==> config.mk <==
export PLATFORM = sky130hd
export DESIGN_NAME = cap_timer
export DESIGN_NICKNAME = d
export VERILOG_FILES = /design/src/rtl/cap_timer_pkg.sv /design/src/rtl/cap_timer_sync.sv /design/src/rtl/cap_timer_ctrl.sv /design/src/rtl/cap_timer_dp.sv /design/src/rtl/cap_timer.sv
export SDC_FILE = /design/constraint.sdc
export NUM_CORES = 1
export LEC_CHECK = 0
export ABC_AREA = 1
export BUFFER_PORTS_ARGS = -buffer_cell sky130_fd_sc_hd__clkbuf_2
export CAP_MARGIN = 20
export CELL_PAD_IN_SITES_DETAIL_PLACEMENT = 0
export CELL_PAD_IN_SITES_GLOBAL_PLACEMENT = 1
export CORE_ASPECT_RATIO = 0.9
export CORE_MARGIN = 2
export CORE_UTILIZATION = 39
export DETAILED_ROUTE_END_ITERATION = 16
export PLACE_DENSITY = 0.88
export SLEW_MARGIN = 40
export SYNTH_ARGS = -nofsm -noshare
export SYNTH_HDL_FRONTEND = slang
export SYNTH_SLANG_ARGS = --single-unit
==> constraint.sdc <==
create_clock -name clk -period 1.89 [get_ports clk]
set_input_delay 0.0945 -clock clk [delete_from_list [all_inputs] [get_ports clk]]
set_output_delay 0.0945 -clock clk [all_outputs]
set_load 0.01 [all_outputs]
==> src/rtl/cap_timer_pkg.sv <==
package cap_timer_pkg;
  localparam int MODE_W   = 8;
  localparam int SEL_LSB  = 0;
  localparam int CLR_BIT  = 2;
  localparam int CAPM_LSB = 3;
  localparam int SWC_BIT  = 5;

  typedef enum logic [1:0] {
    SRC_PIN = 2'b00,
    SRC_T1  = 2'b01,
    SRC_T4  = 2'b10,
    SRC_T16 = 2'b11
  } cntSrc_e;

  typedef enum logic [1:0] {
    CAP_OFF       = 2'b00,
    CAP_PIN_RISE  = 2'b01,
    CAP_PIN_BOTH  = 2'b10,
    CAP_PEER_BOTH = 2'b11
  } capMode_e;

  typedef struct packed {
    logic countStep;
    logic clrEn;
    logic cap0Load;
    logic cap1Load;
  } tmrStrobe_t;
endpackage

==> src/rtl/cap_timer_sync.sv <==
module cap_timer_sync #(
  parameter int STAGES = 2
) (
  input  logic clk,
  input  logic rstN,
  input  logic din,
  output logic rise,
  output logic fall
);
  localparam int LAST = STAGES - 1;

  // pipe[LAST] is the synchronized sample, pipe[STAGES] the previous one
  logic [STAGES:0] pipe;

  always_ff @(posedge clk or negedge rstN) begin
    if (!rstN) pipe <= '0;
    else       pipe <= {pipe[STAGES-1:0], din};
  end

  assign rise = pipe[LAST] & ~pipe[STAGES];
  assign fall = ~pipe[LAST] & pipe[STAGES];

  // a detected edge lasts one cycle only
  assert_edge_single_R11: assert property (@(posedge clk) disable iff (!rstN)
    rise |=> !rise);
endmodule

==> src/rtl/cap_timer_ctrl.sv <==
module cap_timer_ctrl
  import cap_timer_pkg::*;
#(
  parameter int SYNC_STAGES = 2
) (
  input  logic              clk,
  input  logic              rstN,
  input  logic              tickT1,
  input  logic              tickT4,
  input  logic              tickT16,
  input  logic              extPin,
  input  logic              peerOut,
  input  logic              modeWe,
  input  logic [MODE_W-1:0] modeWdata,
  output tmrStrobe_t        strb,
  output logic              intPulse
);
  localparam int N_SRC = 2;
  localparam int PIN_IDX = 0;
  localparam int PEER_IDX = 1;

  cntSrc_e    clkSel;
  capMode_e   capMode;
  logic       clrEnR;
  logic [N_SRC-1:0] rawIn;
  logic [N_SRC-1:0] rises;
  logic [N_SRC-1:0] falls;
  logic       swCap;
  logic       hwCap0;

  assign rawIn = {peerOut, extPin};

  for (genvar g = 0; g < N_SRC; g++) begin : gSync
    cap_timer_sync #(.STAGES(SYNC_STAGES)) uSync (
      .clk  (clk),
      .rstN (rstN),
      .din  (rawIn[g]),
      .rise (rises[g]),
      .fall (falls[g])
    );
  end

  always_ff @(posedge clk or negedge rstN) begin
    if (!rstN) begin
      clkSel  <= SRC_PIN;
      capMode <= CAP_OFF;
      clrEnR  <= 1'b0;
    end else if (modeWe) begin
      clkSel  <= cntSrc_e'(modeWdata[SEL_LSB +: 2]);
      capMode <= capMode_e'(modeWdata[CAPM_LSB +: 2]);
      clrEnR  <= modeWdata[CLR_BIT];
    end
  end

  always_comb begin
    case (clkSel)
      SRC_PIN: strb.countStep = rises[PIN_IDX];
      SRC_T1:  strb.countStep = tickT1;
      SRC_T4:  strb.countStep = tickT4;
      default: strb.countStep = tickT16;
    endcase
  end

  always_comb begin
    case (capMode)
      CAP_PIN_RISE:  hwCap0 = rises[PIN_IDX];
      CAP_PIN_BOTH:  hwCap0 = rises[PIN_IDX];
      CAP_PEER_BOTH: hwCap0 = rises[PEER_IDX];
      default:       hwCap0 = 1'b0;
    endcase
    case (capMode)
      CAP_PIN_BOTH:  strb.cap1Load = falls[PIN_IDX];
      CAP_PEER_BOTH: strb.cap1Load = falls[PEER_IDX];
      default:       strb.cap1Load = 1'b0;
    endcase
  end

  assign swCap         = modeWe & ~modeWdata[SWC_BIT];
  assign strb.cap0Load = hwCap0 | swCap;
  assign strb.clrEn    = clrEnR;
  assign intPulse      = (capMode != CAP_OFF) & rises[PIN_IDX];

  // the interrupt is a single-cycle pulse
  assert_int_single_R5: assert property (@(posedge clk) disable iff (!rstN)
    intPulse |=> !intPulse);

  // a software capture write always requests a load of register 0
  assert_sw_load_R8: assert property (@(posedge clk) disable iff (!rstN)
    (modeWe && !modeWdata[SWC_BIT]) |-> strb.cap0Load);

  // reserved bits do not alter what the mode register keeps
  assert_rsvd_ignored_R10: assert property (@(posedge clk) disable iff (!rstN)
    (modeWe && modeWdata[7:6] != 2'b00) |=>
      {capMode, clrEnR, clkSel} == $past(modeWdata[4:0]));
endmodule

==> src/rtl/cap_timer_dp.sv <==
module cap_timer_dp
  import cap_timer_pkg::*;
#(
  parameter int CNT_W = 16
) (
  input  logic             clk,
  input  logic             rstN,
  input  tmrStrobe_t       strb,
  input  logic             cmpWe,
  input  logic [CNT_W-1:0] cmpWdata,
  output logic [CNT_W-1:0] count,
  output logic [CNT_W-1:0] capReg0,
  output logic [CNT_W-1:0] capReg1,
  output logic             matchFlag
);
  logic [CNT_W-1:0] cmpReg;

  assign matchFlag = (count == cmpReg);

  always_ff @(posedge clk or negedge rstN) begin
    if (!rstN)      cmpReg <= '1;
    else if (cmpWe) cmpReg <= cmpWdata;
  end

  always_ff @(posedge clk or negedge rstN) begin
    if (!rstN) begin
      count <= '0;
    end else if (strb.countStep) begin
      if (strb.clrEn && matchFlag) count <= '0;
      else                         count <= count + 1'b1;
    end
  end

  always_ff @(posedge clk or negedge rstN) begin
    if (!rstN) begin
      capReg0 <= '0;
      capReg1 <= '0;
    end else begin
      if (strb.cap0Load) capReg0 <= count;
      if (strb.cap1Load) capReg1 <= count;
    end
  end

  // without a selected tick the counter holds
  assert_hold_R2: assert property (@(posedge clk) disable iff (!rstN)
    !strb.countStep |=> count == $past(count));

  // a tick during a match with clearing on returns the counter to zero
  assert_clear_R3: assert property (@(posedge clk) disable iff (!rstN)
    (strb.countStep && strb.clrEn && matchFlag) |=> count == '0);

  // register 0 takes the pre-edge count whichever capture requested it
  assert_cap0_value_R9: assert property (@(posedge clk) disable iff (!rstN)
    strb.cap0Load |=> capReg0 == $past(count));

  // register 1 takes the pre-edge count on its load
  assert_cap1_value_R6: assert property (@(posedge clk) disable iff (!rstN)
    strb.cap1Load |=> capReg1 == $past(count));
endmodule

==> src/rtl/cap_timer.sv <==
module cap_timer
  import cap_timer_pkg::*;
#(
  parameter int CNT_W       = 16,
  parameter int SYNC_STAGES = 2
) (
  input  logic             clk,
  input  logic             rstN,
  input  logic             tickT1,
  input  logic             tickT4,
  input  logic             tickT16,
  input  logic             extPin,
  input  logic             peerOut,
  input  logic             modeWe,
  input  logic [7:0]       modeWdata,
  input  logic             cmpWe,
  input  logic [CNT_W-1:0] cmpWdata,
  output logic [CNT_W-1:0] count,
  output logic [CNT_W-1:0] capReg0,
  output logic [CNT_W-1:0] capReg1,
  output logic             matchFlag,
  output logic             intPulse
);
  tmrStrobe_t strb;

  cap_timer_ctrl #(.SYNC_STAGES(SYNC_STAGES)) uCtrl (
    .clk       (clk),
    .rstN      (rstN),
    .tickT1    (tickT1),
    .tickT4    (tickT4),
    .tickT16   (tickT16),
    .extPin    (extPin),
    .peerOut   (peerOut),
    .modeWe    (modeWe),
    .modeWdata (modeWdata),
    .strb      (strb),
    .intPulse  (intPulse)
  );

  cap_timer_dp #(.CNT_W(CNT_W)) uDp (
    .clk       (clk),
    .rstN      (rstN),
    .strb      (strb),
    .cmpWe     (cmpWe),
    .cmpWdata  (cmpWdata),
    .count     (count),
    .capReg0   (capReg0),
    .capReg1   (capReg1),
    .matchFlag (matchFlag)
  );
endmodule

==> Word-level counts from Yosys, hierarchy flattened <==
Cells that the tools add are included.
{ "op_classes": {"addsub": 1, "n_eq_ne": 6, "n_mux": 4, "bitwise": 12, "n_reduce_logical": 4} }
{ "ops": {"columns": ["cell", "n"], "rows": [
  ["$add 16x1->16 const B", 1],
  ["$eq 16x16->1", 1],
  ["$mux 16", 1],
  ["$and 1x1->1", 6],
  ["$eq 2x2->1 const B", 3],
  ["$not 1->1", 5],
  ["$eq 2x1->1 const B", 2],
  ["$pmux 1 s2", 2],
  ["$pmux 1 s3", 1],
  ["$logic_not 2->1", 1],
  ["$reduce_bool 2->1", 1],
  ["$reduce_or 2->1", 1],
  ["$logic_and 1x1->1", 1],
  ["$or 1x1->1", 1]
]} }
{ "totals": {"ff_bits": 75, "inputBits": 33, "output_inout_bits": 50, "wordCells": 36} }

==> Depth between registers and ports, before layout <==
Gate-level depths: netlist (run 1).
{ "depth": {"depth_word": 4, "ltp_mapped": 10, "mapped_depth_nobuf": 9} }

==> Modules after synthesis <==
A second synthesis (run 1) with hierarchy kept.
{ "hier_totals": {"hier_cells": 409, "hier_area_um2": 3375.7} }
{ "by_module_without_submodules": {"columns": ["mod", "n_inst", "cells_per_inst", "area_each_um2", "seq_area_each_um2"], "rows": [
  ["cap_timer_dp", 1, 349, 2860.2, 1621.6],
  ["cap_timer_ctrl", 1, 46, 335.3, 125.1],
  ["cap_timer_sync", 2, 7, 90.1, 75.1]
]} }

==> Worst setup path after synthesis (run 1) <==
No wires, ideal clock.
{ "synth_path": {"path_kind": "register -> register", "from": "register uCtrl.capMode[0]", "to": "register uDp.capReg0[10]", "setup_ns": 0.077, "t_arrival_ns": 1.530, "required_ns": 1.813, "setup_slack_ns": 0.283, "path_stages_with_launch": 9, "n_path_buf": 1, "period_less_slack_ns": 1.607, "path_cell_list": "dfrtp_1 > inv_1 > ha_1 > nor3_1 > nand2_1 > o221ai_2 > buf_2 > nor2_1 > a21oi_1"} }
{ "synth_via": {"elab_chain_cells": 4, "word_cells_on_any_way": 6, "cone_classes": "eq/ne (3); mux (1); bitwise (1); reduce/logical (1)"} }
{ "synth_rtl": {"columns": ["element", "line_no", "text"], "rows": [
  ["from (decl)", "cap_timer_ctrl.sv:23", "capMode_e capMode;"],
  ["from (signal assigned)", "cap_timer_ctrl.sv:50", "capMode <= capMode_e'(modeWdata[CAPM_LSB +: 2]);"],
  ["$eq 2x1->1 / $eq 2x2->1 (equally long branches)", "cap_timer_ctrl.sv:65", "case (capMode)"],
  ["$reduce_or 2->1 (no source line)", null, null],
  ["$pmux 1 s2 *", "cap_timer_ctrl.sv:65", null],
  ["$or 1x1->1 *", "cap_timer_ctrl.sv:79", "assign strb.cap0Load = hwCap0 | swCap;"],
  ["to (signal assigned)", "cap_timer_dp.sv:39", "if (strb.cap0Load) capReg0 <= count;"],
  ["to (decl)", "cap_timer_dp.sv:12", "output logic [CNT_W-1:0] capReg0,"]
]} }
Every way passes the cells marked *; elsewhere a longest branch is shown, timed or not.
A chain may end at the register's enable or synchronous reset.

==> Worst setup path after layout (run 1) <==
{ "layout_path": {"from": "register uDp.cmpReg[14]", "to": "output port matchFlag"} }
{ "layout_via": {"elab_chain_cells": 1} }
{ "layout_rtl": {"columns": ["element", "line_no", "text"], "rows": [
  ["from (decl)", "cap_timer_dp.sv:16", "logic [CNT_W-1:0] cmpReg;"],
  ["from (signal assigned)", "cap_timer_dp.sv:22", "else if (cmpWe) cmpReg <= cmpWdata;"],
  ["$eq 16x16->1", "cap_timer_dp.sv:18", "assign matchFlag = (count == cmpReg);"],
  ["to (decl)", "cap_timer.sv:21", "output logic matchFlag,"]
]} }
No other way between the ends.

==> impl_metrics.env, run 1 <==
export IMPL_cts_max_level=3
export IMPL_postSynth_topFlopCell="sky130_fd_sc_hd__dfrtp_1"
export IMPL_worst_r2r_startpoint="uDp.count[0]"
export IMPL_postLayoutCoreUtil=0.523
export IMPL_run_status="completed"
export IMPL_min_delay_worst_endpoint="uCtrl.clkSel[1]"
export IMPL_worst_setup_path_end_kind="output port"
export IMPL_rows=32
export IMPL_layout_cells_sized_above_1=0.276
export IMPL_setup_tns_final_ns=0
export IMPL_clock_skew_ns=0.00724
export IMPL_drt_drc_violations_left=0
export IMPL_critPathKind="register to output port"
export IMPL_routed_via_count=2970
export IMPL_finalSetupViolCount=0
export IMPL_drtPass1Iterations=4
export IMPL_route_detailed_wl_per_inst_um=12.6
export IMPL_setup_slack_ns=0.0798
export IMPL_synth_xor_area_share=0.0129
export IMPL_tritoncts="done"
export IMPL_die_area_um2=9470
export IMPL_timing_fmax_ghz=0.552
export IMPL_design_power_total_mw=4.62
export IMPL_placement_setup_worst_slack_ns=0.139
export IMPL_global_route_usage_met1=0.272
export IMPL_final_net_count=562
export IMPL_cell_depth_of_the_worst_flop_to_flop_path=10
export IMPL_worst_pin_slew_ns=0.458
export IMPL_crit_slowest_cell="sky130_fd_sc_hd__dfstp_2"
export IMPL_top_level_ports=83
export IMPL_timing_hold_worst_start="modeWe"
export IMPL_synth_cell_area_um2=3390
export IMPL_mostFrequentLayoutCell="sky130_fd_sc_hd__nand2_1"
export IMPL_worstPathRequired_ns=1.80
export IMPL_p_leak_nw=2.25
export IMPL_critPathMaxStageDelay_ns=0.54
export IMPL_crit_arrival_ns=1.72
export IMPL_synth_simple_gate_area_frac=0.255
export IMPL_layout_cells_most_common_list="sky130_fd_sc_hd__nand2_1 (120), sky130_fd_sc_hd__clkbuf_2 (78), sky130_fd_sc_hd__nor2_1 (58)"
export IMPL_crit_path_max_fanout=2
export IMPL_netlist_instances=411
export IMPL_fp_coreArea_um2=8530
export IMPL_yosys_warnings=0
export IMPL_post_route_period_util=0.958
export IMPL_synth_nets=448
export IMPL_hold_path_cell_count=3
export IMPL_detail_route_vias_per_cell=4.58
export IMPL_root_buffer="sky130_fd_sc_hd__clkbuf_8"
export IMPL_wire_length_of_the_first_global_routing_pass_um=14000
export IMPL_numPortBuffers=80
export IMPL_clk_path_buf_depth=2
export IMPL_fillerInstances=809
export IMPL_dpl_hpwl_um=5970
export IMPL_number_of_buffers_added_by_the_clock_tree_synthesis_step=9
export IMPL_antennaDiodeCount=0
export IMPL_power_switching_mw=1.58
export IMPL_synth_largest_area_cell="sky130_fd_sc_hd__dfrtp_1"
export IMPL_worst_skew_pair_later_pin_latency_ns=0.35
export IMPL_synth_top_family_by_area="simple AND/OR/NAND/NOR gates"
export IMPL_crit_top_cell="sky130_fd_sc_hd__nand2_1"
export IMPL_rsz0062_at_grt="yes"
export IMPL_final_hold_viol_count=0
export IMPL_worst_slew_margin_rel=0.692
export IMPL_grt_max_degree=60
export IMPL_initial_utilization=0.398
export IMPL_power_frac_comb=0.263
export IMPL_global_route_usage_met3=0.0445
export IMPL_slew_viol_final=0
export IMPL_fp_dieH_um=92.5
export IMPL_drtAntennaViolNets=0
export IMPL_power_share_clock=0.263
export IMPL_yosysUniqueCellTypes=27
export IMPL_synthTopCellsByArea="sky130_fd_sc_hd__dfrtp_1 (43%), sky130_fd_sc_hd__nand2_1 (13%), sky130_fd_sc_hd__dfstp_2 (12%), sky130_fd_sc_hd__nor2_1 (6.5%), sky130_fd_sc_hd__a21oi_1 (4.6%)"
export IMPL_power_switching_fraction=0.341
export IMPL_final_hold_worst_slack_ns=0.0490
export IMPL_via_count_of_the_first_global_routing_pass=2870
export IMPL_antenna_found_initial=0
export IMPL_seq_area_frac_synth=0.559
export IMPL_max_vdd_ir_drop_v=0.000471
export IMPL_detail_route_iter0_violations=146
export IMPL_cell_internal_pwr_mw=3.04
export IMPL_yosys_mux_area_fraction=0.00332
export IMPL_wirelength_um=8150
export IMPL_synth_adder_area_share=0.0147
export IMPL_synthDominantCellAreaShare=0.435
export IMPL_track_usage=0.191
export IMPL_grt_busiest_layer="met2"
export IMPL_cts_num_sinks=75
export IMPL_path_cells="inv_2 > nand2_1 > nand2_1 > nor2_2 > nand2_2 > nor4_4 > buf_2"
export IMPL_worstReg2RegEnd="uDp.count[5]"
export IMPL_rrSetupSlack_ns=0.17
export IMPL_sequentialPowerShare=0.474
export IMPL_period_minus_slack_ns=1.81
export IMPL_gp_congestion=0.837
export IMPL_path_clk_slew_ns=0.08
export IMPL_global_route_usage_met2=0.290
export IMPL_setup_worst_path_start_class="register"
export IMPL_power_density_cell_area_nw_per_um2=1030
export IMPL_drv_cap=0
export IMPL_async_flop_share=1.00
export IMPL_startpoint="uDp.cmpReg[14]"
export IMPL_grt_remaining_overflow=0
export IMPL_synth_edff_count=0
export IMPL_hold_path_class="input pin to register"
export IMPL_die_x_um=102
export IMPL_postSynthRegisterBits=75
export IMPL_synthToLayoutAreaGrowth_pct=31.5
export IMPL_synth_compound_gate_area_share=0.0885
export IMPL_postSynthAreaPerCell_um2=8.26
## worst max-delay path by stage
stage / endpoint / slack, ns / cells past startpoint
2_1_floorplan: uDp.capReg0[10] / 0.28 / 8
3_3_place_gp: uDp.count[11] / 0.17 / 9
3_5_place_dp: uDp.count[5] / 0.14 / 9
4_1_cts: matchFlag / 0.01 / 7
5_1_grt: matchFlag / -0.06 / 7
6_report: matchFlag / 0.08 / 7
## registers in the layout, indices dropped and copies added, names as in the netlist
name                    count
uDp.capReg0                16
uDp.capReg1                16
uDp.cmpReg                 16
uDp.count                  16
uCtrl.gSync.uSync.pipe      6
uCtrl.capMode               2
uCtrl.clkSel                2
uCtrl.clrEnR                1
## cells in the mapped netlist (2+ instances only)
| cell | count |
|---|---|
| sky130_fd_sc_hd__nand2_1 | 122 |
| sky130_fd_sc_hd__dfrtp_1 | 59 |
| sky130_fd_sc_hd__nor2_1 | 59 |
| sky130_fd_sc_hd__inv_1 | 39 |
| sky130_fd_sc_hd__a21oi_1 | 31 |
| sky130_fd_sc_hd__o21ai_0 | 24 |
| sky130_fd_sc_hd__nand3_1 | 17 |
| sky130_fd_sc_hd__dfstp_2 | 16 |
| sky130_fd_sc_hd__inv_2 | 6 |
| sky130_fd_sc_hd__buf_2 | 5 |
| sky130_fd_sc_hd__clkbuf_1 | 5 |
| sky130_fd_sc_hd__ha_1 | 4 |
| sky130_fd_sc_hd__xor2_1 | 4 |
| sky130_fd_sc_hd__nand4_1 | 3 |
| sky130_fd_sc_hd__nor2_2 | 2 |
| sky130_fd_sc_hd__nor2_4 | 2 |
| sky130_fd_sc_hd__nor3_1 | 2 |
| sky130_fd_sc_hd__nor4_1 | 2 |
## per-layer routing
| layer | vias to the layer above | routed length [um] | part of all wire |
|---|---|---|---|
| li1 | 1514 | - | - |
| met1 | 1372 | 3990 | 0.49 |
| met2 | 77 | 3720 | 0.46 |
| met3 | 7 | 380 | 0.047 |
| met4 | 0 | 65 | 0.0080 |
| met5 | - | 0 | 0 |
## area by class of cell
class,count,area (um^2),share of cell area
Clock buffer,9,124,0.0278
Clock inverter,6,65.1,0.0146
Inverter,45,169,0.0378
Multi-Input combinational cell,279,1290,0.290
Sequential cell,75,1900,0.426
Tap cell,119,149,0.0334
Timing Repair Buffer,115,761,0.170
## cells by family (layout without fill, tap and decap cells)
| family | count (synthesis) | in the layout |
|---|---|---|
| adder cells (fa/ha/maj) | 4 | 4 |
| AO/OA/AOI/OAI | 57 | 57 |
| XOR/XNOR | 5 | 5 |
| AND/OR/NAND/NOR | 212 | 212 |
| flip-flops | 75 | 75 |
| multiplexers | 1 | 1 |
| buffers and inverters | 57 | 175 |
## metrics by stage
step           std cells  instance area, um^2
3_5_place_dp         607                 3980
5_1_grt              648                 4460
4_1_cts              646                 4410
2_1_floorplan        411                 3390
6_report             648                 4460
3_3_place_gp         607                 3980
## power by group through the flow
stage | Combinational, mW | Sequential, mW | Clock, mW
after floorplan | 0.544 | 2.29 | 0
after global routing | 1.39 | 2.23 | 1.29
after global placement | 1.14 | 2.19 | 0
after CTS | 1.22 | 2.18 | 1.24
after detailed placement | 1.17 | 2.21 | 0
final | 1.22 | 2.19 | 1.21
## critical path: cells and delay by family, from the launching register on
family | cells | cell delay, ns
buf+inv | 2 | 0.21
flops | 1 | 0.54
simple gates | 5 | 0.63
## timing repair
action	in CTS	in global routing
hold endpoints to repair	39	0
endpoints found under the setup margin	1	13
hold buffers	24	0
pin swaps	1	5
gates cloned	0	0
buffers inserted	0	2
resized for setup	2	10
(Power assumes the default switching activity.)
==> inputs of run 2 (changes only) <==
==> constraint.sdc (replaced) <==
create_clock -name clk -period 1.89 [get_ports clk]
set_input_delay 0.378 -clock clk [delete_from_list [all_inputs] [get_ports clk]]
set_output_delay 0.378 -clock clk [all_outputs]
set_load 0.01 [all_outputs]
==> run 2 against run 1 <==
The run now ends with negative setup slack left. Clock power rose by 18%. Wire length grew 0.76%. Setup slack worse by 0.31 ns. Global-route usage decreased by 0.52 points. Power increased by 6.2%. Sequential power shrank 2%. Via count shrank 0.64%. Die area unchanged. Sequential share of layout area is 0.64 points higher. Critical path type unchanged.
==> impl_metrics.env, run 2 (same netlist as run 1, synthesis figures left out) <==
export IMPL_run_status="complete, but fails checks"
export IMPL_violations="negative setup slack"
export IMPL_worstPathRequired_ns=1.51
export IMPL_worst_r2r_startpoint="uDp.cmpReg[8]"
export IMPL_drt_drc_violations_left=0
export IMPL_crit_path_max_fanout=2
export IMPL_cts_num_sinks=75
export IMPL_clock_skew_ns=0.00698
export IMPL_drtPass1Iterations=4
export IMPL_power_switching_fraction=0.326
export IMPL_max_vdd_ir_drop_v=0.000532
export IMPL_detail_route_iter0_violations=210
export IMPL_period_minus_slack_ns=2.12
export IMPL_power_switching_mw=1.60
export IMPL_dpl_hpwl_um=5750
export IMPL_power_frac_comb=0.270
export IMPL_gp_congestion=0.830
export IMPL_cell_internal_pwr_mw=3.31
export IMPL_hold_path_class="input pin to asynchronous set/reset pin"
export IMPL_wirelength_um=8220
export IMPL_drtAntennaViolNets=0
export IMPL_drv_cap=0
export IMPL_worst_pin_slew_ns=0.397
export IMPL_setup_worst_path_start_class="register"
export IMPL_tritoncts="done"
export IMPL_timing_fmax_ghz=0.471
export IMPL_synthToLayoutAreaGrowth_pct=29.2
export IMPL_clk_path_buf_depth=2
export IMPL_via_count_of_the_first_global_routing_pass=2760
export IMPL_worst_setup_path_end_kind="output port"
export IMPL_layout_cells_most_common_list="sky130_fd_sc_hd__nand2_1 (120), sky130_fd_sc_hd__clkbuf_2 (78), sky130_fd_sc_hd__dfrtp_1 (58)"
export IMPL_final_hold_viol_count=0
export IMPL_path_cells="inv_1 > nand2_1 > nand2_1 > nor2_2 > nand2_2 > nor4_4 > buf_2"
export IMPL_power_share_clock=0.291
export IMPL_fp_coreArea_um2=8530
export IMPL_post_route_period_util=1.12
export IMPL_final_hold_worst_slack_ns=0.0532
export IMPL_rsz0062_at_grt="yes"
export IMPL_p_leak_nw=2.24
export IMPL_die_area_um2=9470
export IMPL_numPortBuffers=80
export IMPL_routed_via_count=2951
export IMPL_antennaDiodeCount=0
export IMPL_critPathMaxStageDelay_ns=0.54
export IMPL_rows=32
export IMPL_track_usage=0.185
export IMPL_route_detailed_wl_per_inst_um=12.8
export IMPL_critPathKind="register to output port"
export IMPL_worst_skew_pair_later_pin_latency_ns=0.35
export IMPL_die_x_um=102
export IMPL_sequentialPowerShare=0.439
export IMPL_grt_remaining_overflow=0
export IMPL_detail_route_vias_per_cell=4.61
export IMPL_worstReg2RegEnd="uDp.count[6]"
export IMPL_crit_arrival_ns=1.74
export IMPL_power_density_cell_area_nw_per_um2=1120
export IMPL_rrSetupSlack_ns=0.09
export IMPL_crit_top_cell="sky130_fd_sc_hd__nand2_1"
export IMPL_fp_dieH_um=92.5
export IMPL_layout_cells_sized_above_1=0.311
export IMPL_cell_depth_of_the_worst_flop_to_flop_path=11
export IMPL_placed_instances=616
export IMPL_worst_slew_margin_rel=0.735
export IMPL_root_buffer="sky130_fd_sc_hd__clkbuf_8"
export IMPL_setup_slack_ns=-0.231
export IMPL_grt_max_degree=76
export IMPL_final_net_count=553
export IMPL_cts_max_level=3
export IMPL_path_clk_slew_ns=0.07
export IMPL_postLayoutCoreUtil=0.514
export IMPL_slew_viol_final=0
export IMPL_wire_length_of_the_first_global_routing_pass_um=13500
export IMPL_antenna_found_initial=0
export IMPL_top_level_ports=83
export IMPL_layoutNonFillerInstCount=640
export IMPL_initial_utilization=0.398
export IMPL_finalSetupViolCount=1
export IMPL_mostFrequentLayoutCell="sky130_fd_sc_hd__nand2_1"
export IMPL_crit_slowest_cell="sky130_fd_sc_hd__dfstp_2"
export IMPL_number_of_buffers_added_by_the_clock_tree_synthesis_step=9
## run 2: changes by cell type in the layout (fill, tap and decap cells not counted), moves of 2 or more
cell	previous run	this run
sky130_fd_sc_hd__dfrtp_2	5	1
sky130_fd_sc_hd__clkinv_2	2	0
sky130_fd_sc_hd__inv_2	7	9
sky130_fd_sc_hd__inv_6	2	0
sky130_fd_sc_hd__dlygate4sd3_1	24	0
sky130_fd_sc_hd__clkbuf_8	9	11
sky130_fd_sc_hd__inv_1	38	36
sky130_fd_sc_hd__clkinv_4	0	2
sky130_fd_sc_hd__dfrtp_1	54	58
sky130_fd_sc_hd__buf_4	8	23
## run 2: area by class of cell
type | count | area, um^2
Tap cell | 119 | 149
Multi-Input combinational cell | 279 | 1300
Clock buffer | 11 | 151
Clock inverter | 5 | 85.1
Inverter | 45 | 169
Fill cell | 813 | 4140
Timing Repair Buffer | 106 | 633
Sequential cell | 75 | 1900
## run 2: how the worst max path moves through the flow
stage                end  slack, ns      startpoint  cells after the start
2_1_floorplan  matchFlag       0.27    uDp.count[7]                      5
3_3_place_gp   matchFlag       0.04  uDp.cmpReg[15]                      7
3_5_place_dp   matchFlag       0.07  uDp.cmpReg[15]                      7
4_1_cts        matchFlag      -0.26   uDp.cmpReg[8]                      7
5_1_grt        matchFlag      -0.33  uDp.cmpReg[14]                      7
6_report       matchFlag      -0.23   uDp.cmpReg[0]                      7
## run 2: worst max-delay path, delay by kind of cell (launching register included)
family	cells	cell delay, ns
AND/OR/NAND/NOR	5	0.63
flip-flops	1	0.54
buffers and inverters	2	0.24
## run 2: metrics by stage
stage                     TNS [ns]  area, um^2  worst slack (ns)  total power [mW]
final                       -0.231        4390            -0.231              4.91
after global routing        -0.919        4390            -0.335              5.23
after CTS                   -0.262        4310            -0.262              4.92
after detailed placement         0        4050            0.0667              3.46
after global placement           0        4050            0.0372              3.42
after floorplan                  0        3390             0.267              2.84
## run 2: routing by layer
metal,track usage,share of wire
met3,0.0332,0.061
met1,0.275,0.48
met4,0.0678,0.015
met2,0.270,0.45
met5,0,0
## run 2: repair_timing
item / CTS / global route
setup endpoints to repair: 1 / 14
gates cloned: 0 / 0
resized for setup: 5 / 7
endpoints found under the hold margin: 0 / 0
pin swaps: 4 / 7
buffers inserted: 2 / 6
hold buffers: 0 / 0
## run 2: power groups by stage
stage	logic [mW]	clock network (mW)	registers [mW]
after CTS	1.30	1.47	2.15
after detailed placement	1.28	0	2.18
after global routing	1.50	1.53	2.19
after floorplan	0.544	0	2.29
final	1.32	1.43	2.15
after global placement	1.25	0	2.17
